File: config.mk
export PLATFORM = sky130hd
export DESIGN_NAME = alu_skip_core
export DESIGN_NICKNAME = d
export VERILOG_FILES = /design/src/rtl/alu_skip_pkg.sv /design/src/rtl/alu_nib_adder.sv /design/src/rtl/alu_bitwise.sv /design/src/rtl/alu_skip_eval.sv /design/src/rtl/alu_skip_core.sv
export SDC_FILE = /design/constraint.sdc
export NUM_CORES = 1
export LEC_CHECK = 0
export BUFFER_PORTS_ARGS = -buffer_cell sky130_fd_sc_hd__buf_2
export CORE_MARGIN = 2
export CORE_UTILIZATION = 39
export CTS_CLUSTER_DIAMETER = 60
export DETAILED_ROUTE_END_ITERATION = 7
export GPL_TIMING_DRIVEN = 0
export PLACE_DENSITY = 0.69
export SYNTH_ARGS = -nofsm -noshare
export SYNTH_HDL_FRONTEND = slang
export SYNTH_SLANG_ARGS = --single-unit
export TNS_END_PERCENT = 100
File: constraint.sdc
create_clock -name clk -period 0.8 [get_ports clk]
set_input_delay 0.16 -clock clk [delete_from_list [all_inputs] [get_ports clk]]
set_output_delay 0.16 -clock clk [all_outputs]
set_load 0.02 [all_outputs]
File: src/rtl/alu_skip_pkg.sv
package alu_skip_pkg;

  typedef enum logic [3:0] {
    OP_ADD      = 4'd0,
    OP_ADD_C    = 4'd1,
    OP_SUB_C    = 4'd2,
    OP_AND      = 4'd3,
    OP_OR       = 4'd4,
    OP_XOR      = 4'd5,
    OP_TST_ZERO = 4'd6,
    OP_CMP_EQ   = 4'd7,
    OP_CMP_NE   = 4'd8,
    OP_CMP_GT   = 4'd9,
    OP_CMP_BLO  = 4'd10,
    OP_DEC_Z    = 4'd11
  } alu_op_e;

endpackage

File: src/rtl/alu_nib_adder.sv
module alu_nib_adder #(
  parameter int DATA_W = 8,
  parameter int NIB_W  = 4
) (
  input  logic [DATA_W-1:0] a,
  input  logic [DATA_W-1:0] b,
  input  logic              cin,
  output logic [DATA_W-1:0] sum,
  output logic              cout,
  output logic              hcout
);
  localparam int NUM_NIB = DATA_W / NIB_W;

  logic [NUM_NIB:0] chain;

  assign chain[0] = cin;

  // one slice per nibble; the carry between slice 0 and 1 is the half carry
  for (genvar g = 0; g < NUM_NIB; g++) begin : g_slice
    logic [NIB_W:0] part;
    assign part = {1'b0, a[g*NIB_W +: NIB_W]}
                + {1'b0, b[g*NIB_W +: NIB_W]}
                + {{NIB_W{1'b0}}, chain[g]};
    assign sum[g*NIB_W +: NIB_W] = part[NIB_W-1:0];
    assign chain[g+1]            = part[NIB_W];
  end

  assign hcout = chain[1];
  assign cout  = chain[NUM_NIB];
endmodule

File: src/rtl/alu_bitwise.sv
module alu_bitwise
  import alu_skip_pkg::*;
#(
  parameter int DATA_W = 8
) (
  input  alu_op_e           op,
  input  logic [DATA_W-1:0] a,
  input  logic [DATA_W-1:0] b,
  output logic [DATA_W-1:0] y
);
  always_comb begin
    unique case (op)
      OP_AND:  y = a & b;
      OP_OR:   y = a | b;
      OP_XOR:  y = a ^ b;
      default: y = '0;
    endcase
  end
endmodule

File: src/rtl/alu_skip_eval.sv
module alu_skip_eval
  import alu_skip_pkg::*;
#(
  parameter int DATA_W = 8,
  parameter int NIB_W  = 4
) (
  input  alu_op_e           op,
  input  logic [DATA_W-1:0] acc,
  input  logic [DATA_W-1:0] opnd,
  input  logic [NIB_W-1:0]  b_lo,
  input  logic [DATA_W-1:0] dec_val,
  output logic              skip
);
  logic masked_zero;
  logic same;
  logic acc_above;
  logic nib_same;

  assign masked_zero = ((acc & opnd) == '0);
  assign same        = (acc == opnd);
  assign acc_above   = (acc > opnd);
  assign nib_same    = (b_lo == opnd[NIB_W-1:0]);

  // compares name the condition under which the next instruction runs
  always_comb begin
    unique case (op)
      OP_TST_ZERO: skip = masked_zero;
      OP_CMP_EQ:   skip = !same;
      OP_CMP_NE:   skip = same;
      OP_CMP_GT:   skip = !acc_above;
      OP_CMP_BLO:  skip = nib_same;
      OP_DEC_Z:    skip = (dec_val == '0);
      default:     skip = 1'b0;
    endcase
  end
endmodule

File: src/rtl/alu_skip_core.sv
module alu_skip_core
  import alu_skip_pkg::*;
#(
  parameter int DATA_W = 8,
  parameter int NIB_W  = 4
) (
  input  logic              clk,
  input  logic              rst_n,
  input  logic              in_valid,
  input  logic [3:0]        in_op,
  input  logic [DATA_W-1:0] in_acc,
  input  logic [DATA_W-1:0] in_opnd,
  input  logic [NIB_W-1:0]  in_b_lo,
  input  logic [DATA_W-1:0] in_reg,
  input  logic              in_carry,
  input  logic              in_hcarry,
  output logic              out_valid,
  output logic [DATA_W-1:0] out_result,
  output logic              out_carry,
  output logic              out_hcarry,
  output logic              out_wr,
  output logic              out_skip
);
  localparam logic [DATA_W-1:0] ONE = DATA_W'(1);

  // reset synchronizer: assert asynchronously, release on clock
  logic [1:0] rst_pipe;
  logic       rst_q_n;

  always_ff @(posedge clk or negedge rst_n) begin
    if (!rst_n) rst_pipe <= 2'b00;
    else        rst_pipe <= {rst_pipe[0], 1'b1};
  end
  assign rst_q_n = rst_pipe[1];

  alu_op_e op;
  assign op = alu_op_e'(in_op);

  // adder operand selection
  logic              is_sub;
  logic              use_cin;
  logic [DATA_W-1:0] add_b;
  logic              add_cin;
  logic [DATA_W-1:0] add_sum;
  logic              add_cout;
  logic              add_hcout;

  assign is_sub  = (op == OP_SUB_C);
  assign use_cin = (op == OP_ADD_C) || is_sub;
  assign add_b   = is_sub ? ~in_opnd : in_opnd;
  assign add_cin = use_cin ? in_carry : 1'b0;

  alu_nib_adder #(.DATA_W(DATA_W), .NIB_W(NIB_W)) u_adder (
    .a     (in_acc),
    .b     (add_b),
    .cin   (add_cin),
    .sum   (add_sum),
    .cout  (add_cout),
    .hcout (add_hcout)
  );

  logic [DATA_W-1:0] logic_y;

  alu_bitwise #(.DATA_W(DATA_W)) u_logic (
    .op (op),
    .a  (in_acc),
    .b  (in_opnd),
    .y  (logic_y)
  );

  logic [DATA_W-1:0] dec_val;
  assign dec_val = in_reg - ONE;

  logic skip_n;

  alu_skip_eval #(.DATA_W(DATA_W), .NIB_W(NIB_W)) u_skip (
    .op      (op),
    .acc     (in_acc),
    .opnd    (in_opnd),
    .b_lo    (in_b_lo),
    .dec_val (dec_val),
    .skip    (skip_n)
  );

  // next-state
  logic [DATA_W-1:0] result_n;
  logic              wr_n;
  logic              carry_n;
  logic              hcarry_n;

  always_comb begin
    result_n = '0;
    wr_n     = 1'b0;
    carry_n  = in_carry;
    hcarry_n = in_hcarry;
    unique case (op)
      OP_ADD: begin
        result_n = add_sum;
        wr_n     = 1'b1;
      end
      OP_ADD_C, OP_SUB_C: begin
        result_n = add_sum;
        wr_n     = 1'b1;
        carry_n  = add_cout;
        hcarry_n = add_hcout;
      end
      OP_AND, OP_OR, OP_XOR: begin
        result_n = logic_y;
        wr_n     = 1'b1;
      end
      OP_DEC_Z: begin
        result_n = dec_val;
        wr_n     = 1'b1;
      end
      default: ;
    endcase
  end

  // registers, data captured only when an operation is accepted
  logic              valid_q;
  logic [DATA_W-1:0] result_q;
  logic              wr_q;
  logic              carry_q;
  logic              hcarry_q;
  logic              skip_q;

  always_ff @(posedge clk or negedge rst_q_n) begin
    if (!rst_q_n) begin
      valid_q  <= 1'b0;
      result_q <= '0;
      wr_q     <= 1'b0;
      carry_q  <= 1'b0;
      hcarry_q <= 1'b0;
      skip_q   <= 1'b0;
    end else begin
      valid_q <= in_valid;
      if (in_valid) begin
        result_q <= result_n;
        wr_q     <= wr_n;
        carry_q  <= carry_n;
        hcarry_q <= hcarry_n;
        skip_q   <= skip_n;
      end
    end
  end

  assign out_valid  = valid_q;
  assign out_result = result_q;
  assign out_wr     = wr_q;
  assign out_carry  = carry_q;
  assign out_hcarry = hcarry_q;
  assign out_skip   = skip_q;

  // assertions
  AST_ADD_KEEPS_FLAGS: assert property (@(posedge clk) disable iff (!rst_q_n)
    in_valid && (in_op == 4'd0) |=> out_carry == $past(in_carry) && out_hcarry == $past(in_hcarry));

  AST_ARITH_NEVER_SKIPS: assert property (@(posedge clk) disable iff (!rst_q_n)
    in_valid && (in_op <= 4'd5) |=> out_wr && !out_skip);

  AST_LOGIC_KEEPS_FLAGS: assert property (@(posedge clk) disable iff (!rst_q_n)
    in_valid && (in_op >= 4'd3) && (in_op <= 4'd5) |=> out_carry == $past(in_carry) && out_hcarry == $past(in_hcarry));

  AST_TEST_NO_WRITE: assert property (@(posedge clk) disable iff (!rst_q_n)
    in_valid && (in_op >= 4'd6) && (in_op <= 4'd10) |=> !out_wr && out_carry == $past(in_carry) && out_hcarry == $past(in_hcarry));

  AST_NIBBLE_MATCH_SKIPS: assert property (@(posedge clk) disable iff (!rst_q_n)
    in_valid && (in_op == 4'd10) && (in_b_lo == in_opnd[NIB_W-1:0]) |=> out_skip);

  AST_DEC_SKIP_ON_ZERO: assert property (@(posedge clk) disable iff (!rst_q_n)
    in_valid && (in_op == 4'd11) |=> out_wr && (out_skip == (out_result == '0)));

  AST_ONE_CYCLE_LATENCY: assert property (@(posedge clk) disable iff (!rst_q_n)
    in_valid |=> out_valid);

  AST_NO_SPURIOUS_VALID: assert property (@(posedge clk) disable iff (!rst_q_n)
    !in_valid |=> !out_valid);

  AST_UNDEF_IDLE: assert property (@(posedge clk) disable iff (!rst_q_n)
    in_valid && (in_op >= 4'd12) |=> !out_wr && !out_skip);
endmodule

Word level (Yosys, flattened, before mapping):

Cells that the tools add are included.

* register bits after elaboration: 15
* output and inout port bits: 13

* add/sub/neg operators: 5
* order comparisons: 1
* eq/ne operators: 13
* multiplexer cells: 8
* bitwise logic cells: 4
* reductions and logical operators: 10

Operators by type and width (number)
* $pmux 8 s3: 2
* $eq 4x3->1 const B: 4
* $eq 4x4->1 const B: 4
* $logic_not 8->1: 2
* $add 4x4->5: 2
* $add 5x1->5: 2
* $and 8x8->8: 1
* $eq 4x2->1 const B: 2
* $eq 8x8->1: 1
* $gt 8x8->1: 1
* $mux 8: 1
* $not 8->8: 1
* $or 8x8->8: 1
* $sub 8x1->8 const B: 1
* $xor 8x8->8: 1
* $reduce_or 7->1: 1
* $pmux 1 s6: 1
* $reduce_or 3->1: 2
* $eq 4x1->1 const B: 1
* $eq 4x4->1: 1
* $logic_not 4->1: 1
* $mux 1: 4
* $logic_not 1->1: 2
* $reduce_or 2->1: 1
* $logic_or 1x1->1: 1

Depth between registers and ports, before layout:

* depth after elaboration: 6
* mapped depth: 18

Modules after synthesis:

Synthesis repeated with hierarchy kept, for this count alone.

* cells, all modules: 242
* area total of the unflattened synthesis: 2243.4 sq um

By module, submodules not included
* alu_skip_core: instances 1, cells each 95, area each 1024.7 sq um, seq. area each 375.4 sq um
* alu_bitwise: instances 1, cells each 60, area each 494.2 sq um, seq. area each 0.0 sq um
* alu_skip_eval: instances 1, cells each 55, area each 440.4 sq um, seq. area each 0.0 sq um
* alu_nib_adder: instances 1, cells each 32, area each 284.0 sq um, seq. area each 0.0 sq um

Least setup slack after synthesis:

No wires, ideal clock.

* path type: in2reg
* from: input in_op[1]
* to: register result_q[5] (netlist: out_result[5])
* setup time: 0.077 ns
* data arrival time: 3.086 ns
* data required time: 0.723 ns
* path slack: -2.364 ns
* stages on the path: 16
* buffers on the path: 1
* cells stage by stage: nor2b_1 nor3b_1 buf_4 xnor2_1 fa_1 inv_1 fa_1 nor2b_1 o21ai_0 nand2b_1 fa_1 inv_1 fa_1 a2111oi_0 a221oi_1 a21oi_1

* cells in the longest elaborated chain, start to end: 6

Ends and longest elaborated chain
* start: declaration: RTL line alu_skip_core.sv:10 `input logic [3:0] in_op,`
* $eq 4x2->1 / $eq 4x1->1 (equally long branches): RTL line alu_skip_core.sv:48, alu_skip_core.sv:96, alu_skip_core.sv:49
* $mux 8 / $logic_or 1x1->1 (equally long branches): RTL line alu_skip_core.sv:50, alu_skip_core.sv:49
* $add 4x4->5 / $mux 1 (equally long branches): RTL line alu_nib_adder.sv:22, alu_skip_core.sv:51
* $add 5x1->5 (2 in series): RTL line alu_nib_adder.sv:23 `+ {{NIB_W{1'b0}}, chain[g]};`
* $pmux 8 s3 (*): RTL line alu_skip_core.sv:96 `unique case (op)`
* end signal: assignment: RTL line alu_skip_core.sv:138 `result_q <= result_n;`
* end: declaration: RTL line alu_skip_core.sv:121 `logic [DATA_W-1:0] result_q;`

Every way passes the cells marked *; elsewhere a longest branch is shown, timed or not.
A chain may end at the register's enable or synchronous reset.

Worst setup path after layout:

Ends and elaborated chain as after synthesis.

==> flow_metrics.env <==
export IMPL_power_w=0.00336
export IMPL_required_ns=0.92
export IMPL_drt_iter0_drc=153
export IMPL_yosysTopAreaCellShare_pct=19.7
export IMPL_violations="setup timing"
export IMPL_cts_sinks=15
export IMPL_port_buffers=49
export IMPL_leakagePower_nw=1.44
export IMPL_dpl_hpwl_mm=4.38
export IMPL_htree_levels=1
export IMPL_initial_core_util_pct=40.0
export IMPL_area_delta_synth_final_pct=56.0
export IMPL_wl_met3_um=400
export IMPL_highest_layer="met4"
export IMPL_cts_tree="yes"
export IMPL_status="finished, violations left"
export IMPL_wl_per_cell_um=15.5
export IMPL_reg2reg_depth=5
export IMPL_worstSetupStartpoint="in_op[1]"
export IMPL_die_width_um=76.1
export IMPL_routed_wirelength_mm=6.09
export IMPL_arrival_ns=3.18
export IMPL_maxCapViolations=0
export IMPL_slew_viol_final=0
export IMPL_hp_class="in -> reg"
export IMPL_period_share_pct=383
export IMPL_finClkSkew_ns=0.00379
export IMPL_syn_avg_cell_area_um2=8.53
export IMPL_synth_top_area_cell="ha_1"
export IMPL_ys_warn_count=0
export IMPL_hold_viol_final=0
export IMPL_grt_pass1_wl_mm=10.1
export IMPL_tightest_slew_ns=0.532
export IMPL_layout_setup_ws_ns=-2.27
export IMPL_fp_dieH_um=76.1
export IMPL_place_gp_congestion=0.908
export IMPL_clock_fmax_ghz=0.326
export IMPL_stdcell_area_um2=3170
export IMPL_layout_common_cells="buf_4, buf_2, nor2_1, ha_1, buf_6"
export IMPL_dr_pass1_iters=5
export IMPL_instances_no_fill=392
export IMPL_vias=2071
export IMPL_syn_area_um2=2030
export IMPL_ys_seq_area_share_pct=18.5
export IMPL_crit_end="out_result[5]"
export IMPL_clockRootBuffer="clkbuf_8"
export IMPL_ys_async_sr_fraction_pct=100
export IMPL_vias_per_cell=5.28
export IMPL_synth_area_leaders="ha_1, dfrtp_1, xnor2_1, nor2_1, inv_1"
export IMPL_grt_max_degree=14
export IMPL_path_clk_slew_ns=0.06
export IMPL_overflow=0
export IMPL_antenna_found_initial=0
export IMPL_num_antenna_cells=0
export IMPL_setup_viol=25
export IMPL_end_kind="flop"
export IMPL_dp_cells=357
export IMPL_synth_cell_types=55
export IMPL_grt_setup_unrepaired="true"
export IMPL_cts_max_path_buffers=2
export IMPL_numCtsBuffers=3
export IMPL_drive_gt1_share_pct=47.5
export IMPL_coreArea_um2=5070
export IMPL_r2r_setup_slack_ns=-0.33
export IMPL_fin_nets=396
export IMPL_met2_length_mm=3.02
export IMPL_antenna_left=0
export IMPL_synthCells=238
export IMPL_postSynthNetCount=311
export IMPL_wl_met1_mm=2.51
export IMPL_start_kind="input pin"
export IMPL_whs_ns=0.107
export IMPL_power_density_nw_per_um2=1060
export IMPL_peakVddDrop_v=0.000757
export IMPL_synth_edf_count=0
export IMPL_drcViolationCount=0
export IMPL_timing_rr_start="out_skip"
export IMPL_die_area_um2=5800
export IMPL_ios=50
export IMPL_period_needed_ns=3.07
export IMPL_grt_pass1_vias=2136
export IMPL_grt_usage_pct=21.5
export IMPL_clkLatencyLatePin_ns=0.25
export IMPL_synth_ff_type="dfrtp_1"
export IMPL_fin_util_pct=62.4
export IMPL_placed_area_um2=2520
export IMPL_num_rows=26
export IMPL_critPathKind="in -> reg"
export IMPL_relSlewSlack_pct=64.5
export IMPL_ys_ff_latch=15
export IMPL_final_common_cell="buf_4"
export IMPL_cp_max_fo=6
export IMPL_hold_depth=1
export IMPL_r2r_end="out_skip"
## per-stage QoR
stage	setup WS, ns	TNS [ns]
global route	-2.34	-20.89
finish	-2.27	-19.60
global placement	-2.67	-21.63
floorplan	-2.14	-16.72
detailed placement	-2.70	-21.94
CTS	-2.16	-18.45
## synthesized netlist by cell type (4+ instances only)
cell type,instances
ha_1,32
nor2_1,28
inv_1,26
dfrtp_1,15
xnor2_1,15
a21oi_1,13
nand2_1,10
nor2b_1,6
xor2_1,6
nand2b_1,5
o21ai_0,5
buf_4,4
fa_1,4
nand3_1,4
## critical path, cell delays in order
cell and delay, ns:
buf_8 0.10, buf_4 0.13, a211o_4 0.34, nor2_4 0.09, and2_4 0.14, fa_2 0.21, inv_2 0.04, fa_2 0.35
nor2b_2 0.14, o21ai_1 0.07, nand2b_1 0.19, fa_2 0.26, inv_2 0.04, fa_2 0.54, a2111oi_4 0.07, a221oi_2 0.21
a21oi_1 0.10
## report_power, final
part / internal [W] / switching (W) / total, W
clock network: 0.000345 / 0.000270 / 0.000615
registers: 0.000842 / 0.0000680 / 0.000910
logic: 0.000927 / 0.000911 / 0.00184
total: 0.00211 / 0.00125 / 0.00336
## kinds of logic after synthesis
kind of cell               after synthesis  synth area share, %
and+or+nand+nor                         80                 22.5
buffers and inverters                   33                 6.90
DFF                                     15                 18.5
adders and majority gates               36                 23.7
muxes                                    4                 2.16
other                                    1                0.185
AOI/OAI and AO/OA                       48                 17.0
xor gates and xnor gates                21                 9.06
## area by class of cell
| cell class | count | area, um^2 |
|---|---|---|
| tap | 70 | 87.6 |
| timing repair buffer | 80 | 657 |
| clock inverter | 1 | 5.00 |
| clock buffer | 3 | 41.3 |
| fill | 433 | 1910 |
| multi-input combinational | 190 | 1820 |
| inverter | 26 | 118 |
| buffer | 7 | 61.3 |
| sequential | 15 | 377 |
## layer usage
layer / track usage, % / vias to the layer above
met5: 0 / -
met4: 6.73 / 0
met3: 3.91 / 14
met2: 38.0 / 104
met1: 26.6 / 955
li1: - / 998
## worst min-delay path by stage
| stage | startpoint | end | slack [ns] |
|---|---|---|---|
| 4_1_cts | in_valid | out_valid | 0.10 |
| 2_1_floorplan | rst_n | rst_pipe[0] | -0.14 |
| 3_3_place_gp | rst_n | rst_pipe[0] | -0.05 |
| 3_5_place_dp | rst_n | rst_pipe[1] | -0.05 |
| 6_report | in_valid | out_valid | 0.11 |
| 5_1_grt | in_valid | out_valid | 0.09 |
## sequential cells by signal, indices dropped and copies added, names as in the netlist
signal and cells:
out_result 8, out_valid 1, out_hcarry 1, out_wr 1
out_carry 1, rst_pipe 2, out_skip 1
## timing repair
item | CTS | global route
buffers inserted | 24 | 8
pin swaps | 18 | 16
cloned | 0 | 0
hold buffers | 1 | 0
endpoints found under the hold margin | 2 | 0
gates resized for setup | 90 | 12
endpoints found under the setup margin | 24 | 25
Power figures use the tool's default switching activity.
